==> src/rtl/pfd_pkg.sv <==
package pfd_pkg;

    localparam int NUM_CH = 2;
    localparam int CH_HI  = 0;
    localparam int CH_LO  = 1;

    typedef enum logic [1:0] {
        ST_IDLE     = 2'd0,
        ST_LEAD_REF = 2'd1,
        ST_LEAD_FB  = 2'd2,
        ST_CLEAR    = 2'd3
    } pfd_state_e;

    typedef enum logic [3:0] {
        SEL_HIZ     = 4'd0,
        SEL_LOW     = 4'd1,
        SEL_HIGH    = 4'd2,
        SEL_Q_HI    = 4'd3,
        SEL_Q_LO    = 4'd4,
        SEL_Q_BOTH  = 4'd5,
        SEL_REF_HI  = 4'd6,
        SEL_FB_HI   = 4'd7,
        SEL_REF_LO  = 4'd8,
        SEL_FB_LO   = 4'd9
    } out_sel_e;

endpackage

==> src/rtl/pfd_channel.sv <==
module pfd_channel
    import pfd_pkg::*;
#(
    parameter int RST_CYCLES = 2
) (
    input  logic clk,
    input  logic rst_n,
    input  logic ref_in,
    input  logic fb_in,
    input  logic pol,
    input  logic gain_in,
    output logic up,
    output logic dn,
    output logic cp_en,
    output logic quiet,
    output logic cp_gain
);

    localparam int CW = (RST_CYCLES > 1) ? $clog2(RST_CYCLES) : 1;
    localparam logic [CW-1:0] CNT_LAST = CW'(RST_CYCLES - 1);

    pfd_state_e    state_q, state_d;
    logic [CW-1:0] cnt_q, cnt_d;
    logic          ref_q, fb_q;
    logic          ref_rise, fb_rise;
    logic          up_raw, dn_raw;

    assign ref_rise = ref_in & ~ref_q;
    assign fb_rise  = fb_in & ~fb_q;

    // state register
    always_ff @(posedge clk or negedge rst_n) begin
        if (!rst_n) begin
            state_q <= ST_IDLE;
            cnt_q   <= '0;
            ref_q   <= 1'b0;
            fb_q    <= 1'b0;
        end else begin
            state_q <= state_d;
            cnt_q   <= cnt_d;
            ref_q   <= ref_in;
            fb_q    <= fb_in;
        end
    end

    // next state
    always_comb begin
        state_d = state_q;
        cnt_d   = cnt_q;
        unique case (state_q)
            ST_IDLE: begin
                if (ref_rise && fb_rise) begin
                    state_d = ST_CLEAR;
                    cnt_d   = '0;
                end else if (ref_rise) begin
                    state_d = ST_LEAD_REF;
                end else if (fb_rise) begin
                    state_d = ST_LEAD_FB;
                end
            end
            ST_LEAD_REF: begin
                if (fb_rise) begin
                    state_d = ST_CLEAR;
                    cnt_d   = '0;
                end
            end
            ST_LEAD_FB: begin
                if (ref_rise) begin
                    state_d = ST_CLEAR;
                    cnt_d   = '0;
                end
            end
            ST_CLEAR: begin
                if (cnt_q == CNT_LAST) begin
                    state_d = ST_IDLE;
                    cnt_d   = '0;
                end else begin
                    cnt_d = cnt_q + CW'(1);
                end
            end
            default: state_d = ST_IDLE;
        endcase
    end

    // outputs
    always_comb begin
        up_raw = 1'b0;
        dn_raw = 1'b0;
        unique case (state_q)
            ST_IDLE:     ;
            ST_LEAD_REF: up_raw = 1'b1;
            ST_LEAD_FB:  dn_raw = 1'b1;
            ST_CLEAR: begin
                up_raw = 1'b1;
                dn_raw = 1'b1;
            end
            default: ;
        endcase
    end

    assign up      = pol ? up_raw : dn_raw;
    assign dn      = pol ? dn_raw : up_raw;
    assign cp_en   = up_raw | dn_raw;
    assign quiet   = ~cp_en;
    assign cp_gain = gain_in;

endmodule

==> src/rtl/lock_out_mux.sv <==
module lock_out_mux
    import pfd_pkg::*;
(
    input  logic       [3:0] sel,
    input  logic             pwr_down,
    input  logic [NUM_CH-1:0] quiet_ch,
    input  logic             quiet_all,
    input  logic [NUM_CH-1:0] ref_lvl,
    input  logic [NUM_CH-1:0] fb_lvl,
    output logic             pin_out,
    output logic             pin_oe
);

    always_comb begin
        pin_out = 1'b0;
        pin_oe  = 1'b1;
        if (pwr_down) begin
            pin_oe = 1'b0;
        end else begin
            case (out_sel_e'(sel))
                SEL_HIZ:    pin_oe  = 1'b0;
                SEL_LOW:    pin_out = 1'b0;
                SEL_HIGH:   pin_out = 1'b1;
                SEL_Q_HI:   pin_out = quiet_ch[CH_HI];
                SEL_Q_LO:   pin_out = quiet_ch[CH_LO];
                SEL_Q_BOTH: pin_out = quiet_all;
                SEL_REF_HI: pin_out = ref_lvl[CH_HI];
                SEL_FB_HI:  pin_out = fb_lvl[CH_HI];
                SEL_REF_LO: pin_out = ref_lvl[CH_LO];
                SEL_FB_LO:  pin_out = fb_lvl[CH_LO];
                default:    pin_out = 1'b0;
            endcase
        end
    end

endmodule

==> src/rtl/dual_pfd_lockmux.sv <==
module dual_pfd_lockmux
    import pfd_pkg::*;
#(
    parameter int RST_CYCLES = 2
) (
    input  logic       clk,
    input  logic       rst_n,
    input  logic       ref_hi,
    input  logic       fb_hi,
    input  logic       pol_hi,
    input  logic       gain_hi,
    input  logic       ref_lo,
    input  logic       fb_lo,
    input  logic       pol_lo,
    input  logic       gain_lo,
    input  logic [3:0] out_sel,
    input  logic       pwr_down,
    output logic       up_hi,
    output logic       dn_hi,
    output logic       cp_en_hi,
    output logic       cp_gain_hi,
    output logic       up_lo,
    output logic       dn_lo,
    output logic       cp_en_lo,
    output logic       cp_gain_lo,
    output logic       pump_quiet_hi,
    output logic       pump_quiet_lo,
    output logic       pump_quiet_both,
    output logic       test_out,
    output logic       test_oe
);

    logic [NUM_CH-1:0] ref_v, fb_v, pol_v, gain_v;
    logic [NUM_CH-1:0] up_v, dn_v, en_v, quiet_v, cpg_v;

    assign ref_v  = {ref_lo, ref_hi};
    assign fb_v   = {fb_lo, fb_hi};
    assign pol_v  = {pol_lo, pol_hi};
    assign gain_v = {gain_lo, gain_hi};

    generate
        for (genvar c = 0; c < NUM_CH; c++) begin : g_ch
            pfd_channel #(
                .RST_CYCLES(RST_CYCLES)
            ) u_ch (
                .clk     (clk),
                .rst_n   (rst_n),
                .ref_in  (ref_v[c]),
                .fb_in   (fb_v[c]),
                .pol     (pol_v[c]),
                .gain_in (gain_v[c]),
                .up      (up_v[c]),
                .dn      (dn_v[c]),
                .cp_en   (en_v[c]),
                .quiet   (quiet_v[c]),
                .cp_gain (cpg_v[c])
            );
        end
    endgenerate

    assign up_hi           = up_v[CH_HI];
    assign dn_hi           = dn_v[CH_HI];
    assign cp_en_hi        = en_v[CH_HI];
    assign cp_gain_hi      = cpg_v[CH_HI];
    assign up_lo           = up_v[CH_LO];
    assign dn_lo           = dn_v[CH_LO];
    assign cp_en_lo        = en_v[CH_LO];
    assign cp_gain_lo      = cpg_v[CH_LO];
    assign pump_quiet_hi   = quiet_v[CH_HI];
    assign pump_quiet_lo   = quiet_v[CH_LO];
    assign pump_quiet_both = &quiet_v;

    lock_out_mux u_mux (
        .sel       (out_sel),
        .pwr_down  (pwr_down),
        .quiet_ch  (quiet_v),
        .quiet_all (pump_quiet_both),
        .ref_lvl   (ref_v),
        .fb_lvl    (fb_v),
        .pin_out   (test_out),
        .pin_oe    (test_oe)
    );

endmodule

==> config.mk <==
export PLATFORM = sky130hd
export DESIGN_NAME = dual_pfd_lockmux
export DESIGN_NICKNAME = d
export VERILOG_FILES = /design/src/rtl/pfd_pkg.sv /design/src/rtl/pfd_channel.sv /design/src/rtl/lock_out_mux.sv /design/src/rtl/dual_pfd_lockmux.sv
export SDC_FILE = /design/constraint.sdc
export NUM_CORES = 1
export LEC_CHECK = 0
export BUFFER_PORTS_ARGS = -buffer_cell sky130_fd_sc_hd__buf_2
export CORE_MARGIN = 2
export CORE_UTILIZATION = 47
export CTS_CLUSTER_SIZE = 10
export DETAILED_ROUTE_END_ITERATION = 7
export GPL_TIMING_DRIVEN = 1
export PLACE_DENSITY = 0.77
export SLEW_MARGIN = 25
export SYNTH_ARGS = -nofsm -noshare
export SYNTH_HDL_FRONTEND = slang
export SYNTH_SLANG_ARGS = --single-unit
==> constraint.sdc <==
create_clock -name clk -period 1.85 [get_ports clk]
set_input_delay 0.0925 -clock clk [delete_from_list [all_inputs] [get_ports clk]]
set_output_delay 0.0925 -clock clk [all_outputs]
set_load 0.01 [all_outputs]
After elaboration in Yosys (flattened, before gate mapping)
Index checks and enable logic that the tools add are counted.
{ "word_totals": {"register_bits": 10, "inputBits": 15, "output_inout_bits": 13} }
{ "classes": {"n_addsub": 2, "eq_ne": 24, "n_mux": 36, "n_bitwise": 12, "n_reduce_logical": 14} }
{ "ops": {"columns": ["op", "count"], "rows": [
  ["$mux 2", 12],
  ["$mux 1", 19],
  ["$eq 4x3->1 const B", 4],
  ["$ne 2x1->1 const B", 8],
  ["$pmux 2 s4", 2],
  ["$eq 2x2->1 const B", 4],
  ["$eq 4x2->1 const B", 2],
  ["$eq 4x4->1 const B", 2],
  ["$ne 4x1->1 const B", 2],
  ["$pmux 1 s4", 2],
  ["$pmux 1 s8", 1],
  ["$reduce_and 4->1", 2],
  ["$reduce_or 2->1", 4],
  ["$not 1->1", 6],
  ["$reduce_and 3->1", 2],
  ["$and 1x1->1", 4],
  ["$eq 2x1->1 const B", 2],
  ["$logic_not 2->1", 2],
  ["$logic_not 4->1", 1],
  ["$add 1x1->1 const B", 2],
  ["$logic_and 1x1->1", 2],
  ["$or 1x1->1", 2],
  ["$reduce_and 2->1", 1]
]} }

Logic depth before layout (Yosys ltp)
{ "depth": {"depth_word": 8, "mapped_depth": 6, "depth_no_buf": 6} }

By module
Synthesis repeated with hierarchy kept, for this count alone.
{ "unflattened": {"hier_cells": 80, "hier_area_um2": 852.1} }
{ "by_module_without_submodules": {"columns": ["mod", "instances", "cells_per_inst", "area_per_inst_um2"], "rows": [
  ["pfd_channel", 2, 33, 376.6],
  ["lock_out_mux", 1, 13, 92.6],
  ["dual_pfd_lockmux", 1, 1, 6.3]
]} }

Least setup slack after synthesis
Ideal clock, no wire load.
{ "synth_timing": {"path_kind": "register -> output", "startpoint": "register g_ch[0].u_ch.state_q[0]", "endpoint": "output test_out", "arrival_time_ns": 1.496, "required_ns": 1.757, "setup_slack_ns": 0.262, "path_stages_with_launch": 7, "path_buffers": 0, "path_cell_list": "dfrtp_1 inv_1 ha_1 inv_1 a2111oi_0 nor3_1 nor2_1"} }
{ "synth_via": {"elab_chain_len": 8, "elab_cells_between_ends": 12, "cone_classes": "eq/ne (3); mux (4); bitwise (2); reduce/logical (3)"} }
{ "synth_lines": {"columns": ["item", "line", "source"], "rows": [
  ["from (decl)", "pfd_channel.sv:22", "pfd_state_e state_q, state_d;"],
  ["from (signal assigned)", "pfd_channel.sv:39", "state_q <= state_d;"],
  ["$eq 2x1->1 / $eq 2x2->1 (equally long branches)", "pfd_channel.sv:89", "unique case (state_q)"],
  ["$reduce_or 2->1 (no line)", null, null],
  ["$mux 1", "pfd_channel.sv:89", null],
  ["$or 1x1->1 (*)", "pfd_channel.sv:103", "assign cp_en = up_raw | dn_raw;"],
  ["$not 1->1 (*)", "pfd_channel.sv:104", "assign quiet = ~cp_en;"],
  ["named net pump_quiet_hi", "dual_pfd_lockmux.sv:26", "output logic pump_quiet_hi,"],
  ["$reduce_and 2->1", "dual_pfd_lockmux.sv:71", "assign pump_quiet_both = &quiet_v;"],
  ["$pmux 1 s8 (*)", "lock_out_mux.sv:20", "case (out_sel_e'(sel))"],
  ["$mux 1 (*)", "lock_out_mux.sv:17", "if (pwr_down) begin"],
  ["to (decl)", "dual_pfd_lockmux.sv:29", "output logic test_out,"]
]} }
The timed path passes the listed nets; every way through them passes the cells marked *.

Worst setup path in the final report
{ "layout_timing": {"startpoint": "register g_ch[0].u_ch.state_q[0]", "endpoint": "output test_out"} }
{ "layout_via": {"elab_chain_len": 8, "elab_cells_between_ends": 12, "cone_classes": "eq/ne (3); mux (4); bitwise (2); reduce/logical (3)"} }
{ "layout_lines": {"columns": ["item", "line"], "rows": [
  ["$eq 2x1->1 / $eq 2x2->1 (equally long branches)", "pfd_channel.sv:89"],
  ["$reduce_or 2->1 (no line)", null],
  ["$mux 1", "pfd_channel.sv:89"],
  ["$or 1x1->1 (*)", "pfd_channel.sv:103"],
  ["$not 1->1 (*)", "pfd_channel.sv:104"],
  ["$reduce_and 2->1", "dual_pfd_lockmux.sv:71"],
  ["$pmux 1 s8 (*)", "lock_out_mux.sv:20"],
  ["$mux 1 (*)", "lock_out_mux.sv:17"]
]} }
Mark *: on every way between the ends. The rest lies on a longest branch, timed or not.

==> flow_metrics.env <==
export IMPL_finish_instance_area_um2=1050
export IMPL_timing_rr_start="g_ch[1].u_ch.state_q[0]$_DFFE_PN0P_"
export IMPL_synth_yosys_seq_area_share_pct=33.1
export IMPL_final_max_slew_violation_count=0
export IMPL_max_slew_worst_pin_slew_ns=0.240
export IMPL_critical_path_required_ns=1.76
export IMPL_post_synth_main_area_contributors="dfrtp_1 33%, ha_1 17%, mux2i_1 11%"
export IMPL_synthCells=79
export IMPL_final_antenna_net_count=0
export IMPL_met3_length_um=65
export IMPL_hold_start="gain_lo"
export IMPL_netlist_top_cells_count="10 x dfrtp_1, 10 x ha_1, 9 x nand2_1"
export IMPL_setup_viol=0
export IMPL_crit_chain="inv_2 > ha_4 > mux2i_1 > a221oi_1 > nor3_1 > nor2_1 > buf_2"
export IMPL_finalHoldViolations=0
export IMPL_firstDrtPassIters=2
export IMPL_p_leak_uw=0.000528
export IMPL_drt_met1_wl_um=774
export IMPL_run_status="completed"
export IMPL_timing_setup_critical_path_class="reg -> out"
export IMPL_ratio_of_cells_with_drive_above_1_in_the_final_layout_pct=39.7
export IMPL_grt_pass1_vias=615
export IMPL_layout_worst_path_cycle_share_pct=93.7
export IMPL_ys_warnings_count=0
export IMPL_worstSkewPairLatency_ns=0.26
export IMPL_max_slew_margin_pct=83.8
export IMPL_die_height_um=44.1
export IMPL_floorplan_initialDensity_pct=50.2
export IMPL_synth_cell_type_count=21
export IMPL_drv_max_cap_violation_count=0
export IMPL_synth_area_um2=757
export IMPL_critical_path_slowest_stage_cell="dfrtp_1"
export IMPL_synthesis_nets=104
export IMPL_max_clock_freq_mhz=577
export IMPL_placement_rows=14
export IMPL_top_level_ports=28
export IMPL_critPathBufInv=2
export IMPL_topRoutingLayerUsed="met3"
export IMPL_timing_hold_ws_ns=0.185
export IMPL_end_kind="output port"
export IMPL_cts_tree="built"
export IMPL_holdCritPathClass="in -> out"
export IMPL_cts_sinks=10
export IMPL_drc=0
export IMPL_synth_ff_latch_count=10
export IMPL_grt_antenna_before_repair=0
export IMPL_routed_wl_um=1660
export IMPL_dpl_cell_area_um2=885
export IMPL_routed_wl_met2_um=824
export IMPL_numPortBuffers=23
export IMPL_dr_total_vias=698
export IMPL_fin_nets=143
export IMPL_cpPeakStageDelay_ns=0.41
export IMPL_grt_first_pass_wirelength_um=2640
export IMPL_clock_tree_htree_level_count=1
export IMPL_synth_area_leader_cell="dfrtp_1"
export IMPL_grt_overflow_total=0
export IMPL_cts_root_to_sink_buffers=2
export IMPL_number_of_antenna_diodes=0
export IMPL_die_width_um=44.1
export IMPL_timing_final_crit_period_ns=1.73
export IMPL_path_delay_family="flip-flops"
export IMPL_utilization_pct=69.9
export IMPL_synth_async_sr_flop_share_pct=100
export IMPL_grt_max_degree=11
export IMPL_dp_hpwl_um=1150
export IMPL_cts_clk_slew_worst_paths_ns=0.07
export IMPL_pwr_density_cell_nw_per_um2=1420
export IMPL_drt_iter0_drc=8
export IMPL_cell_at_the_root_of_the_clock_tree="clkbuf_4"
export IMPL_place_gp_congestion=0.838
export IMPL_die_area_um2=1950
export IMPL_fin_skew_ns=0.000516
export IMPL_setup_worst_path_start_class="flip-flop"
export IMPL_area_delta_synth_final_pct=39.2
export IMPL_crit_arrival_ns=1.64
export IMPL_post_layout_total_power_uw=1490
export IMPL_avgRoutedWirePerCell_um=12.6
export IMPL_worst_path_max_fanout=5
export IMPL_crit_path_start="g_ch[0].u_ch.state_q[0]$_DFFE_PN0P_"
export IMPL_post_synth_cell_area_avg_um2=9.58
export IMPL_power_ir_vdd_worst_mv=0.662
export IMPL_synth_top_area_share_pct=33.1
export IMPL_post_drt_via_cell_ratio=5.29
export IMPL_grt_setup_unrepaired="false"
export IMPL_setup_tns_final_ns=0
export IMPL_primary_flip_flop_cell_chosen_by_synthesis_mapping="dfrtp_1"
export IMPL_gr_usage_all_layers_pct=18.1
export IMPL_fp_coreArea_um2=1510
export IMPL_synth_enable_flop_cells=0
export IMPL_cts_buffers=3
-- path summary, 6_finish.rpt --
check | slack [ns] | cells past startpoint | endpoint
worst max-delay path | 0.12 | 7 | test_out
worst min-delay path | 0.19 | 0 | cp_gain_lo
max in group asynchronous | 1.43 | 2 | g_ch[0].u_ch.state_q[0]$_DFFE_PN0P_
worst max register to register | 0.35 | 6 | g_ch[1].u_ch.cnt_q$_DFFE_PN0P_
min in group asynchronous | 0.21 | 2 | g_ch[1].u_ch.cnt_q$_DFFE_PN0P_
worst min register to register | 0.51 | 1 | g_ch[0].u_ch.cnt_q$_DFFE_PN0P_
-- flip-flops by register name (all words and copies together), names as in the netlist --
name,cells
g_ch.u_ch.state_q,4
g_ch.u_ch.cnt_q,2
g_ch.u_ch.fb_q,2
g_ch.u_ch.ref_q,2
-- placed cells by master (no fill, tap or decap), types with 3 or more instances in the layout --
master | synthesis | final
buf_2 | 0 | 23
dfrtp_1 | 10 | 10
nand2_1 | 9 | 9
o21ai_0 | 8 | 8
mux2i_1 | 8 | 8
ha_1 | 10 | 8
buf_4 | 2 | 8
dlygate4sd3_1 | 0 | 5
inv_2 | 0 | 4
nor2_1 | 4 | 4
nand2b_1 | 4 | 4
nor2b_1 | 4 | 4
clkbuf_4 | 0 | 3
-- report_power, final --
part           leakage (uW)  internal [uW]  switching, uW  total (uW)
Sequential         0.000119            290           59.4         349
Combinational      0.000395            501            487         989
Clock             0.0000138           75.2           81.8         157
-- area by class of cell --
class                   count  area (um2)
multi-input cells          61         513
flip-flops and latches     10         250
fillers                   114         453
well taps                  16        20.0
inverters                   6        22.5
clock buffers               3        22.5
repair buffers             36         225
-- routing by layer --
layer	GRT usage, %	vias up
li1	-	348
met1	24.5	332
met2	28.8	18
met3	5.31	0
met4	3.64	0
met5	0	-
-- metrics by stage --
stage | setup slack (ns) | instances
detailed placement | 0.210 | 117
global route | 0.0115 | 132
CTS | 0.0189 | 125
floorplan | 0.262 | 79
global placement | 0.232 | 117
finish | 0.117 | 132
-- cell families (layout without fill, tap and decap cells) --
| group | after synthesis | after routing | share of synthesized area [%] |
|---|---|---|---|
| and+or+nand+nor | 27 | 27 | 18.8 |
| AOI/OAI and AO/OA | 14 | 14 | 12.6 |
| adders and majority gates | 10 | 10 | 16.5 |
| muxes | 10 | 10 | 14.0 |
| DFF | 10 | 10 | 33.1 |
| buffers and inverters | 8 | 45 | 4.96 |
-- repair_timing --
action	4_1_cts	5_1_grt
resized for setup	5	6
pin swaps	0	0
buffers inserted	0	7
hold buffers	5	0
setup endpoints to repair	1	1
hold endpoints to repair	14	0
No activity file was read; power rests on OpenSTA's default activity.
